File: config.mk
export PLATFORM = sky130hd
export DESIGN_NAME = sdspi_engine
export DESIGN_NICKNAME = d
export VERILOG_FILES = /design/src/rtl/sdspi_pkg.sv /design/src/rtl/sdspi_ctrl.sv /design/src/rtl/sdspi_dp.sv /design/src/rtl/sdspi_engine.sv
export SDC_FILE = /design/constraint.sdc
export NUM_CORES = 1
export LEC_CHECK = 0
export BUFFER_PORTS_ARGS = -buffer_cell sky130_fd_sc_hd__buf_4
export CAP_MARGIN = 20
export CORE_MARGIN = 3
export CORE_UTILIZATION = 46
export CTS_CLUSTER_SIZE = 20
export DETAILED_ROUTE_END_ITERATION = 10
export GPL_TIMING_DRIVEN = 0
export PLACE_DENSITY = 0.7
export SYNTH_ARGS = -nofsm -noshare
export SYNTH_HDL_FRONTEND = slang
export SYNTH_SLANG_ARGS = --single-unit
File: constraint.sdc
create_clock -name clk -period 4.39 [get_ports clk]
set_clock_uncertainty 0.05 [all_clocks]
set_input_delay 0.2195 -clock clk [delete_from_list [all_inputs] [get_ports clk]]
set_output_delay 0.2195 -clock clk [all_outputs]
set_load 0.02 [all_outputs]
File: src/rtl/sdspi_pkg.sv
package sdspi_pkg;

  typedef enum logic [3:0] {
    M_CMD, M_ARG, M_RGAP, M_RESP, M_DGAP,
    M_DSTART, M_DREAD, M_DCRC, M_DWRITE, M_WSKIP
  } mode_t;

  typedef enum logic [2:0] {
    O_IDLE, O_TOKEN, O_RESP, O_RDATA, O_CRC, O_ECHO
  } outSel_t;

  typedef struct packed {
    logic    newCmd;
    logic    argShift;
    logic    issueCmd;
    logic    issueStop;
    logic    respAdv;
    logic    posClr;
    logic    stopSet;
    logic    stopClr;
    logic    blockClr;
    logic    rdStep;
    logic    crcShift;
    logic    wrStep;
    logic    loadAccept;
    outSel_t outSel;
  } strobe_t;

  localparam logic [7:0] BYTE_IDLE    = 8'hFF;
  localparam logic [7:0] TOK_BLOCK    = 8'hFE;
  localparam logic [7:0] TOK_MULTI_WR = 8'hFC;
  localparam logic [7:0] TOK_STOP_WR  = 8'hFD;
  localparam logic [7:0] STOP_LEAD    = 8'h4C;
  localparam logic [7:0] WR_ACCEPTED  = 8'h05;
  localparam logic [5:0] IDX_STOP     = 6'd12;
  localparam logic [5:0] IDX_RD_ONE   = 6'd17;
  localparam logic [15:0] CRC_POLY    = 16'h1021;

  function automatic logic isBusyCmd(input logic [5:0] idx);
    return (idx == 6'd28) || (idx == 6'd29) || (idx == 6'd38);
  endfunction

  function automatic logic [15:0] crcStep(input logic [15:0] c, input logic [7:0] d);
    logic [15:0] r;
    logic fb;
    r = c;
    for (int i = 7; i >= 0; i--) begin
      fb = r[15] ^ d[i];
      r  = {r[14:0], 1'b0};
      if (fb) r = r ^ CRC_POLY;
    end
    return r;
  endfunction

endpackage

File: src/rtl/sdspi_ctrl.sv
module sdspi_ctrl
  import sdspi_pkg::*;
#(
  parameter int BLOCK_BYTES = 512
) (
  input  logic       clk,
  input  logic       rstN,
  input  logic       csN,
  input  logic       xferEn,
  input  logic [7:0] rxByte,
  input  logic       argFull,
  input  logic       respDone,
  input  logic       stopping,
  input  logic       blkLast,
  input  logic       blkFull,
  input  logic       seqLast,
  input  logic       singleRead,
  input  logic       rdAvail,
  input  logic       rdLast,
  input  logic       wrFull,
  output strobe_t    st
);

  mode_t mode, modeNxt, effMode;
  logic  slot, readPhase, abortRd;

  assign slot      = xferEn & ~csN;
  assign readPhase = (mode == M_DGAP) || (mode == M_DSTART) ||
                     (mode == M_DREAD) || (mode == M_DCRC);
  assign abortRd   = slot & readPhase & (rxByte == STOP_LEAD);
  assign effMode   = abortRd ? M_CMD : mode;

  always_comb begin
    st        = '0;
    st.outSel = O_IDLE;
    modeNxt   = mode;
    if (slot) begin
      st.stopSet = abortRd;
      unique case (effMode)
        M_CMD: begin
          if (rxByte == BYTE_IDLE) begin
            modeNxt = M_CMD;
          end else if (rxByte == TOK_BLOCK || rxByte == TOK_MULTI_WR) begin
            st.blockClr = 1'b1;
            modeNxt     = M_DWRITE;
          end else if (rxByte == TOK_STOP_WR) begin
            st.issueStop = 1'b1;
            modeNxt      = M_RESP;
          end else begin
            st.newCmd = 1'b1;
            modeNxt   = M_ARG;
          end
        end
        M_ARG: begin
          if (argFull) begin
            st.issueCmd = 1'b1;
            modeNxt     = M_RGAP;
          end else begin
            st.argShift = 1'b1;
          end
        end
        M_RGAP: modeNxt = M_RESP;
        M_RESP: begin
          if (!respDone) begin
            st.outSel  = O_RESP;
            st.respAdv = 1'b1;
          end else if (stopping) begin
            st.stopClr = 1'b1;
            modeNxt    = M_CMD;
          end else if (rdAvail) begin
            modeNxt = M_DSTART;
          end else begin
            modeNxt = M_CMD;
          end
        end
        M_DGAP: modeNxt = M_DSTART;
        M_DSTART: begin
          st.outSel   = O_TOKEN;
          st.blockClr = 1'b1;
          st.posClr   = 1'b1;
          modeNxt     = M_DREAD;
        end
        M_DREAD: begin
          st.outSel = O_RDATA;
          st.rdStep = 1'b1;
          if (rdLast || blkLast) begin
            st.posClr = 1'b1;
            modeNxt   = M_DCRC;
          end
        end
        M_DCRC: begin
          st.outSel   = O_CRC;
          st.crcShift = 1'b1;
          st.respAdv  = 1'b1;
          if (seqLast) begin
            st.posClr = 1'b1;
            modeNxt   = (blkFull && !singleRead) ? M_DGAP : M_CMD;
          end
        end
        M_DWRITE: begin
          st.outSel = O_ECHO;
          st.wrStep = 1'b1;
          if (wrFull || blkLast) begin
            st.posClr = 1'b1;
            modeNxt   = M_WSKIP;
          end
        end
        M_WSKIP: begin
          st.respAdv = 1'b1;
          if (seqLast) begin
            st.loadAccept = 1'b1;
            modeNxt       = M_RESP;
          end
        end
        default: modeNxt = M_CMD;
      endcase
    end
  end

  always_ff @(posedge clk or negedge rstN) begin
    if (!rstN) mode <= M_CMD;
    else       mode <= modeNxt;
  end

  p_start_token_r6: assert property (@(posedge clk) disable iff (!rstN)
    (slot && !abortRd && mode == M_DSTART) |=> (mode == M_DREAD));

  p_stop_return_r5: assert property (@(posedge clk) disable iff (!rstN)
    (slot && mode == M_RESP && respDone && stopping) |=> (mode == M_CMD && !stopping));

  p_abort_read_r9: assert property (@(posedge clk) disable iff (!rstN)
    (slot && readPhase && rxByte == STOP_LEAD) |=> (mode == M_ARG && stopping));

  p_cs_hold_r12: assert property (@(posedge clk) disable iff (!rstN)
    (!slot) |=> $stable(mode));

endmodule

File: src/rtl/sdspi_dp.sv
module sdspi_dp
  import sdspi_pkg::*;
#(
  parameter int BLOCK_BYTES = 512,
  parameter int RESP_MAX    = 5,
  parameter int ARG_BYTES   = 4,
  localparam int CNT_W = $clog2(BLOCK_BYTES + 1),
  localparam int LEN_W = $clog2(RESP_MAX + 1),
  localparam int ARG_W = 8 * ARG_BYTES,
  localparam int AC_W  = $clog2(ARG_BYTES + 1)
) (
  input  logic                  clk,
  input  logic                  rstN,
  input  strobe_t               st,
  input  logic [7:0]            rxByte,
  input  logic [LEN_W-1:0]      cmdRespLen,
  input  logic [8*RESP_MAX-1:0] cmdResp,
  input  logic [7:0]            rdByte,
  output logic [7:0]            txByte,
  output logic [5:0]            cmdIdxOut,
  output logic [ARG_W-1:0]      cmdArgOut,
  output logic                  argFull,
  output logic                  respDone,
  output logic                  stopping,
  output logic                  blkLast,
  output logic                  blkFull,
  output logic                  seqLast,
  output logic                  singleRead
);

  logic [5:0]            cmdIdx;
  logic [ARG_W-1:0]      cmdArg;
  logic [AC_W-1:0]       argCnt;
  logic [8*RESP_MAX-1:0] respBuf;
  logic [LEN_W-1:0]      respLen;
  logic [LEN_W-1:0]      respPos;
  logic [CNT_W-1:0]      blkCnt;
  logic [15:0]           crcReg;
  logic [7:0]            respSel;

  assign argFull    = (argCnt == AC_W'(ARG_BYTES));
  assign respDone   = (respPos >= respLen);
  assign blkLast    = (blkCnt == CNT_W'(BLOCK_BYTES - 1));
  assign blkFull    = (blkCnt == CNT_W'(BLOCK_BYTES));
  assign seqLast    = (respPos == LEN_W'(1));
  assign singleRead = (cmdIdx == IDX_RD_ONE);

  assign cmdIdxOut = st.issueStop ? IDX_STOP : cmdIdx;
  assign cmdArgOut = st.issueStop ? '0 : cmdArg;

  always_comb begin
    respSel = BYTE_IDLE;
    for (int i = 0; i < RESP_MAX; i++) begin
      if (respPos == LEN_W'(i)) respSel = respBuf[8*i +: 8];
    end
  end

  always_comb begin
    unique case (st.outSel)
      O_TOKEN: txByte = TOK_BLOCK;
      O_RESP:  txByte = respSel;
      O_RDATA: txByte = rdByte;
      O_CRC:   txByte = crcReg[15:8];
      O_ECHO:  txByte = rxByte;
      default: txByte = BYTE_IDLE;
    endcase
  end

  always_ff @(posedge clk or negedge rstN) begin
    if (!rstN) begin
      cmdIdx   <= '0;
      cmdArg   <= '0;
      argCnt   <= '0;
      respBuf  <= '0;
      respLen  <= '0;
      respPos  <= '0;
      stopping <= 1'b0;
      blkCnt   <= '0;
      crcReg   <= '0;
    end else begin
      if (st.newCmd) begin
        cmdIdx <= rxByte[5:0];
        argCnt <= '0;
      end
      if (st.argShift) begin
        cmdArg <= {cmdArg[ARG_W-9:0], rxByte};
        argCnt <= argCnt + 1'b1;
      end
      if (st.issueCmd) begin
        respBuf <= cmdResp;
        respLen <= cmdRespLen;
        respPos <= '0;
      end
      if (st.issueStop) begin
        respBuf[7:0] <= (cmdRespLen == '0) ? 8'h00 : BYTE_IDLE;
        respLen      <= LEN_W'(1);
        respPos      <= '0;
      end
      if (st.respAdv) respPos <= respPos + 1'b1;
      if (st.posClr)  respPos <= '0;
      if (st.stopClr) begin
        stopping <= 1'b0;
      end else if (st.stopSet || st.issueStop || (st.issueCmd && isBusyCmd(cmdIdx))) begin
        stopping <= 1'b1;
      end
      if (st.blockClr) begin
        blkCnt <= '0;
        crcReg <= '0;
      end
      if (st.rdStep) begin
        blkCnt <= blkCnt + 1'b1;
        crcReg <= crcStep(crcReg, rdByte);
      end
      if (st.crcShift) crcReg <= {crcReg[7:0], 8'h00};
      if (st.wrStep)   blkCnt <= blkCnt + 1'b1;
      if (st.loadAccept) begin
        respBuf[7:0] <= WR_ACCEPTED;
        respLen      <= LEN_W'(1);
        respPos      <= '0;
        blkCnt       <= '0;
      end
    end
  end

  p_arg_bound_r3: assert property (@(posedge clk) disable iff (!rstN)
    argCnt <= AC_W'(ARG_BYTES));

  p_blk_bound_r6: assert property (@(posedge clk) disable iff (!rstN)
    blkCnt <= CNT_W'(BLOCK_BYTES));

  p_resp_len_r4: assert property (@(posedge clk) disable iff (!rstN)
    st.issueCmd |=> (respLen <= LEN_W'(RESP_MAX) && respPos == '0));

endmodule

File: src/rtl/sdspi_engine.sv
module sdspi_engine
  import sdspi_pkg::*;
#(
  parameter int BLOCK_BYTES = 512,
  parameter int RESP_MAX    = 5,
  localparam int LEN_W = $clog2(RESP_MAX + 1)
) (
  input  logic                  clk,
  input  logic                  rstN,
  input  logic                  csN,
  input  logic                  xferEn,
  input  logic [7:0]            rxByte,
  output logic [7:0]            txByte,
  output logic                  cmdValid,
  output logic [5:0]            cmdIdx,
  output logic [31:0]           cmdArg,
  input  logic [LEN_W-1:0]      cmdRespLen,
  input  logic [8*RESP_MAX-1:0] cmdResp,
  input  logic                  rdAvail,
  input  logic                  rdLast,
  input  logic [7:0]            rdByte,
  output logic                  rdTake,
  output logic                  wrValid,
  output logic [7:0]            wrByte,
  input  logic                  wrFull
);

  strobe_t st;
  logic argFull, respDone, stopping, blkLast, blkFull, seqLast, singleRead;

  sdspi_ctrl #(.BLOCK_BYTES(BLOCK_BYTES)) u_ctrl (
    .clk(clk), .rstN(rstN), .csN(csN), .xferEn(xferEn), .rxByte(rxByte),
    .argFull(argFull), .respDone(respDone), .stopping(stopping),
    .blkLast(blkLast), .blkFull(blkFull), .seqLast(seqLast),
    .singleRead(singleRead), .rdAvail(rdAvail), .rdLast(rdLast),
    .wrFull(wrFull), .st(st)
  );

  sdspi_dp #(.BLOCK_BYTES(BLOCK_BYTES), .RESP_MAX(RESP_MAX), .ARG_BYTES(4)) u_dp (
    .clk(clk), .rstN(rstN), .st(st), .rxByte(rxByte),
    .cmdRespLen(cmdRespLen), .cmdResp(cmdResp), .rdByte(rdByte),
    .txByte(txByte), .cmdIdxOut(cmdIdx), .cmdArgOut(cmdArg),
    .argFull(argFull), .respDone(respDone), .stopping(stopping),
    .blkLast(blkLast), .blkFull(blkFull), .seqLast(seqLast),
    .singleRead(singleRead)
  );

  assign cmdValid = st.issueCmd | st.issueStop;
  assign rdTake   = st.rdStep;
  assign wrValid  = st.wrStep;
  assign wrByte   = rxByte;

endmodule

==> metrics.txt, run 1 <==
synthesized flop and latch total=118; Yosys warning count=0; largest net degree at the start of global routing=79; Core Area=14000 sq um; part of the Yosys area used for sequential elements=44.2%; Non-Filler Instances=1065; drc violations=0; post-synthesis xor/xnor area fraction=3.54%; Tcrit/Tclk final=75.7%; GRT overflow=0; CTS clk-pin slew, worst paths=0.05 ns; leak pwr=4.04 nW; die width=126 microns; Layout area overhead=31.7%; Stages on worst setup path=11; Setup Total Neg Slack=0 ns; Post CTS Setup Buffer Count=0; Max Cap Viol=0; adder-cell area share of the yosys netlist=2.25%; Iter 0 DRT Violations=425; Routed WL=19000 microns; vias in the first global route=6066; FF-to-FF path depth=7; Most used DFF post-synth=dfrtp_1; antenna cells=0; post-route minimum period=3.32 ns; CTS max path bufs=2; RR Startpoint=u_dp.blkCnt[0]; GRT Total Usage=24.3%; DIE HEIGHT=126 microns; Synth Instances=699; Netlist Area Pre-Place=6680 sq um; multiplexer share of the synthesized area=6.41%; CP startpoint=u_dp.respPos[0]; Hold Path Class=input pin to register; full die area=16000 sq um; status=completed; ys async rst share=100%; Worst Path Buf+Inv=4; DRT antenna net count=0; CTS root buf=clkbuf_16; Setup violations, final=0; combinational family with the most area after synthesis=simple AND/OR/NAND/NOR gates; gpl congestion=0.925; number of I/O port buffers=122; Critical Path Fanout Max=10; kind of end point of the critical path=primary output; arrival time worst endpoint=3.05 ns; Slew headroom=47.7%; commonest non-fill, non-tap cells in the layout=nand2_1 (139), buf_4 (131), dfrtp_1 (118); fmax=0.301 GHz; Crit path max-delay family=buffers and inverters; layout cells sized above 1=26.8%; crit path cell chain=inv_1 > ha_1 > clkbuf_1 > nand2b_1 > clkbuf_1 > o22ai_1 > o21ai_0 > o22ai_1 > nor3_1 > a2111o_1 > buf_4; register-to-register setup slack=1.91 ns; Initial Utilization=47.5%; Worst path slowest cell=dfrtp_1; hpwl dp=13800 microns; Nets=952; CTS tree=done; Ports=123; Final Max Tran Viols=0; cts bufs inserted=17; simple-gate share of the synthesized area=23.5%; critical path type=register to primary output; Hold Vio Cnt, Final=0; Slew @ Worst Pin=0.774 ns; maximum VDD drop=0.304 mV; # H-tree levels=4; CTS sink count=118; first-pass GRT wire length=31200 microns; CP peak stage delay=0.38 ns; Cell Pwr Density=654 nW/um^2; DR pass1 iterations=5; WL/cell=17.8 microns; EDFF count, synth=0; post-DR vias/cell=5.62; # placed instances=1002; Hold WS=0.0188 ns; row cnt=43; fillers=1153; DR vias=5984; Critical path destination=txByte[1]; Cell variety after synth=72; Synth Area in Compound Gates=15.3%; antenna violations before repair=0; CP Launch Type=register; Syn Nets=777; clk_lat worst skew=0.41 ns; unrepaired setup endpoints after global routing=no; CP required=4.12 ns; leading cell type in the layout, fill and taps excluded=nand2_1; reg-to-reg endpoint=u_ctrl.mode[1]; Syn Area/Cell=9.55 sq um
what timing repair did:
item                      CTS  global route
gates resized for setup     0             0
hold endpoints to repair   72             0
hold buffers               33             0
layout make-up:
cell class              instances  area, sq um  share of cell area [%]
multi-input cells             522         3410                    38.8
flip-flops and latches        118         2950                    33.6
repair buffers                156         1280                    14.5
clock buffers                  21          460                    5.24
plain buffers                  45          262                    2.98
well taps                     180          225                    2.56
clock inverters                 9          151                    1.72
inverters                      14         52.6                   0.598
worst min-delay path: stages:
cell       delay, ns
buf_4           0.08
nor2_1          0.03
o2bb2ai_1       0.11
flip-flops by register name (all words and copies together), names as in the netlist:
register / flops
u_dp.respBuf: 40
u_dp.cmdArg: 32
u_dp.crcReg: 16
u_dp.blkCnt: 10
u_dp.cmdIdx: 6
u_ctrl.mode: 4
u_dp.argCnt: 3
u_dp.respLen: 3
u_dp.respPos: 3
u_dp.stopping: 1
worst min-delay path by stage:
stage / from / slack (ns) / endpoint / depth (start not counted)
3_3_place_gp: cmdResp[28] / 0.36 / u_dp.respBuf[28] / 3
3_5_place_dp: rstN / 0.12 / u_dp.cmdArg[25] / 1
6_report: cmdResp[1] / 0.02 / u_dp.respBuf[1] / 3
4_1_cts: cmdResp[1] / 0.001 / u_dp.respBuf[1] / 3
2_1_floorplan: rstN / -0.13 / u_ctrl.mode[0] / 0
5_1_grt: cmdRespLen[1] / 0.01 / u_dp.respLen[1] / 2
metrics by stage:
stage / instance area (sq um) / utilization [%] / total power, mW / setup WS [ns]
floorplan: 6680 / - / 3.42 / 2.16
global placement: 7820 / 55.7 / 4.18 / 1.69
detailed placement: 7850 / 55.9 / 4.26 / 1.64
CTS: 8790 / 62.6 / 5.76 / 1.16
global route: 8790 / 62.6 / 6.11 / 0.890
finish: 8790 / 62.6 / 5.75 / 1.07
cell usage after synthesis, types with 3 or more instances:
library cell  instances  area share, %
nand2_1             139            7.8
dfrtp_1             118             44
and2_1               38            3.6
mux2_2               36            6.1
nor2_1               35            2.0
o21ai_0              29            2.2
o22ai_1              23            2.2
xnor2_1              19            2.5
nand3_1              18            1.3
a22o_1               17            2.2
nor3_1               17            1.3
nand2b_1             16            1.5
clkbuf_1             15           0.84
buf_2                14            1.0
inv_1                14           0.79
ha_1                 12            2.2
buf_4                10            1.1
o21ai_1               9           0.67
a21oi_1               8           0.60
xor2_1                8            1.0
a2111o_1              7            1.2
a31oi_1               6           0.56
and3_1                5           0.47
buf_6                 5           0.84
o211ai_1              5           0.56
a32o_1                4           0.60
o2bb2ai_1             4           0.52
or3_1                 4           0.37
a22oi_1               3           0.34
nand3b_1              3           0.34
nand4_1               3           0.28
nor3_4                3           0.73
nor4_1                3           0.28
nor4b_1               3           0.39
or2_2                 3           0.28
power breakdown:
group	internal, mW	switching, mW
sequential	1.52	0.326
clock	0.970	0.471
combinational	1.12	1.34
total	3.61	2.14
cell families after synthesis:
family | count (synthesis)
adders and majority gates | 12
AOI/OAI and AO/OA | 138
muxes | 38
xor gates and xnor gates | 27
DFF | 118
and+or+nand+nor | 307
buffers and inverters | 59
per-layer routing:
metal  track usage, %  part of all wire, %  vias up
li1                 -                    -     2816
met1             32.8                   44     2892
met2             39.0                   47      248
met3             5.22                  6.8       28
met4             8.20                  1.7        0
met5                0                    0        -
No activity file was read; power rests on OpenSTA's default activity.
==> run 2, diff against run 1 <==
PLACE_DENSITY = 0.73   (was 0.7)
clock period = 3.03 ns   (was 4.39 ns; I/O delays follow)
==> run 2 against run 1 <==
Via count grew 0.65%; first-iteration DRC count grew 6.4%; sequential share of layout area shrank 0.83 points; setup slack lost 0.91 ns; die area is the same; sequential cell count is the same; critical path type unchanged; combinational power grew 45%; clock power grew 57%; non-clock buffer count grew 13; power grew 48%.
==> metrics.txt, run 2 (same netlist as run 1, synthesis figures left out) <==
status=completed; row cnt=43; arrival time worst endpoint=2.67 ns; CTS root buf=clkbuf_16; hpwl dp=13000 microns; commonest non-fill, non-tap cells in the layout=nand2_1 (138), buf_4 (133), dfrtp_1 (117); post-route minimum period=2.87 ns; leading cell type in the layout, fill and taps excluded=nand2_1; GRT Total Usage=23.5%; most used cell, CP=buf_2; antenna violations before repair=1; placed cell area=7850 sq um; CP Launch Type=register; cts bufs inserted=17; Core Area=14000 sq um; CTS tree=done; # H-tree levels=4; layout cells sized above 1=27.6%; FF/Latch Area=2950 sq um; crit path cell chain=nand2b_2 > a311oi_4 > and3_1 > buf_2 > buf_2 > a222oi_1 > nand3b_1 > buf_4; Final Max Tran Viols=0; leak pwr=4.13 nW; WL/cell=17.3 microns; gpl congestion=0.907; DR pass1 iterations=5; number of I/O port buffers=122; kind of end point of the critical path=primary output; maximum VDD drop=0.414 mV; max reg flops=40; Slew headroom=42.4%; fillers=1152; CTS sink count=118; Nets=965; Iter 0 DRT Violations=452; CTS max path bufs=2; DRT antenna net count=0; Worst path slowest cell=dfrtp_1; fin area=9020 sq um; CTS clk-pin slew, worst paths=0.05 ns; Crit path max-delay family=simple AND/OR/NAND/NOR gates; Ports=123; die width=126 microns; Max Cap Viol=0; Layout area overhead=35.1%; drc violations=0; unrepaired setup endpoints after global routing=no; first-pass GRT wire length=29900 microns; largest net degree at the start of global routing=86; full die area=16000 sq um; Tcrit/Tclk final=94.8%; area of the multi-input gates=3430 sq um; post-DR vias/cell=5.57; CP required=2.83 ns; Cell Pwr Density=942 nW/um^2; Setup Total Neg Slack=0 ns; DIE HEIGHT=126 microns; Setup violations, final=0; fmax=0.348 GHz; clk_lat worst skew=0.42 ns; critical path type=register to primary output; DR vias=6023; GRT overflow=0; CP peak stage delay=0.58 ns; Worst Path Buf+Inv=3; Slew @ Worst Pin=0.852 ns; Hold Vio Cnt, Final=0; most flop-heavy register=u_dp.respBuf; Critical Path Fanout Max=10; Routed WL=18700 microns; Initial Utilization=47.5%; vias in the first global route=5824; Hold Path Class=input pin to register; registers with the most flip-flops=u_dp.respBuf x40, u_dp.cmdArg x32, u_dp.crcReg x16
[run 2: per-stage QoR]
stage / cells / utilization (%) / power (mW) / hold WS [ns] / setup slack [ns]
floorplan: 699 / - / 4.96 / -0.194 / 0.872
global placement: 1001 / 55.7 / 6.04 / 0.294 / 0.302
CTS: 1078 / 63.9 / 8.46 / 0.00142 / 0.0154
global route: 1081 / 64.2 / 9.01 / 0.0195 / 0.000900
detailed placement: 1002 / 55.9 / 6.12 / 0.0153 / 0.329
finish: 1081 / 64.2 / 8.50 / 0.0199 / 0.158
[run 2: cell type report]
cell class / instances / area share [%]
Multi-Input combinational cell: 522 / 38.1
Sequential cell: 118 / 32.8
Timing Repair Buffer: 172 / 15.9
Clock buffer: 21 / 5.22
Buffer: 42 / 2.78
Tap cell: 180 / 2.50
Clock inverter: 11 / 2.15
Inverter: 14 / 0.583
Antenna cell: 1 / 0.0278
[run 2: what timing repair did]
| action | 4_1_cts | 5_1_grt |
|---|---|---|
| resized for setup | 0 | 7 |
| hold buffers | 47 | 0 |
| endpoints found under the setup margin | 7 | 11 |
| hold endpoints to repair | 106 | 0 |
| buffers inserted | 0 | 2 |
| pin swaps | 0 | 1 |
[run 2: path summary, 6_finish.rpt]
kind / slack [ns] / from / cells past startpoint / end
max: 0.16 / u_ctrl.mode[3] / 8 / txByte[0]
min: 0.02 / rxByte[1] / 2 / u_dp.cmdIdx[1]
max reg2reg: 0.52 / u_dp.blkCnt[0] / 6 / u_ctrl.mode[3]
min reg2reg: 0.42 / u_dp.respBuf[27] / 2 / u_dp.respBuf[27]
max in group asynchronous: 2.05 / rstN / 3 / u_dp.respBuf[30]
min in group asynchronous: 0.14 / rstN / 2 / u_dp.cmdArg[24]
[run 2: power breakdown]
part,switching [mW],leakage [nW],internal [mW]
logic,1.91,2.28,1.66
registers,0.467,1.52,2.20
clock network,0.730,0.324,1.53
[run 2: metal layers]
metal / up-vias / global-route usage, % / share of wire [%]
met5: - / 0 / 0
met4: 0 / 9.15 / 2.6
met3: 38 / 5.26 / 7.9
met2: 266 / 35.8 / 45
met1: 2874 / 32.7 / 45
li1: 2845 / - / -
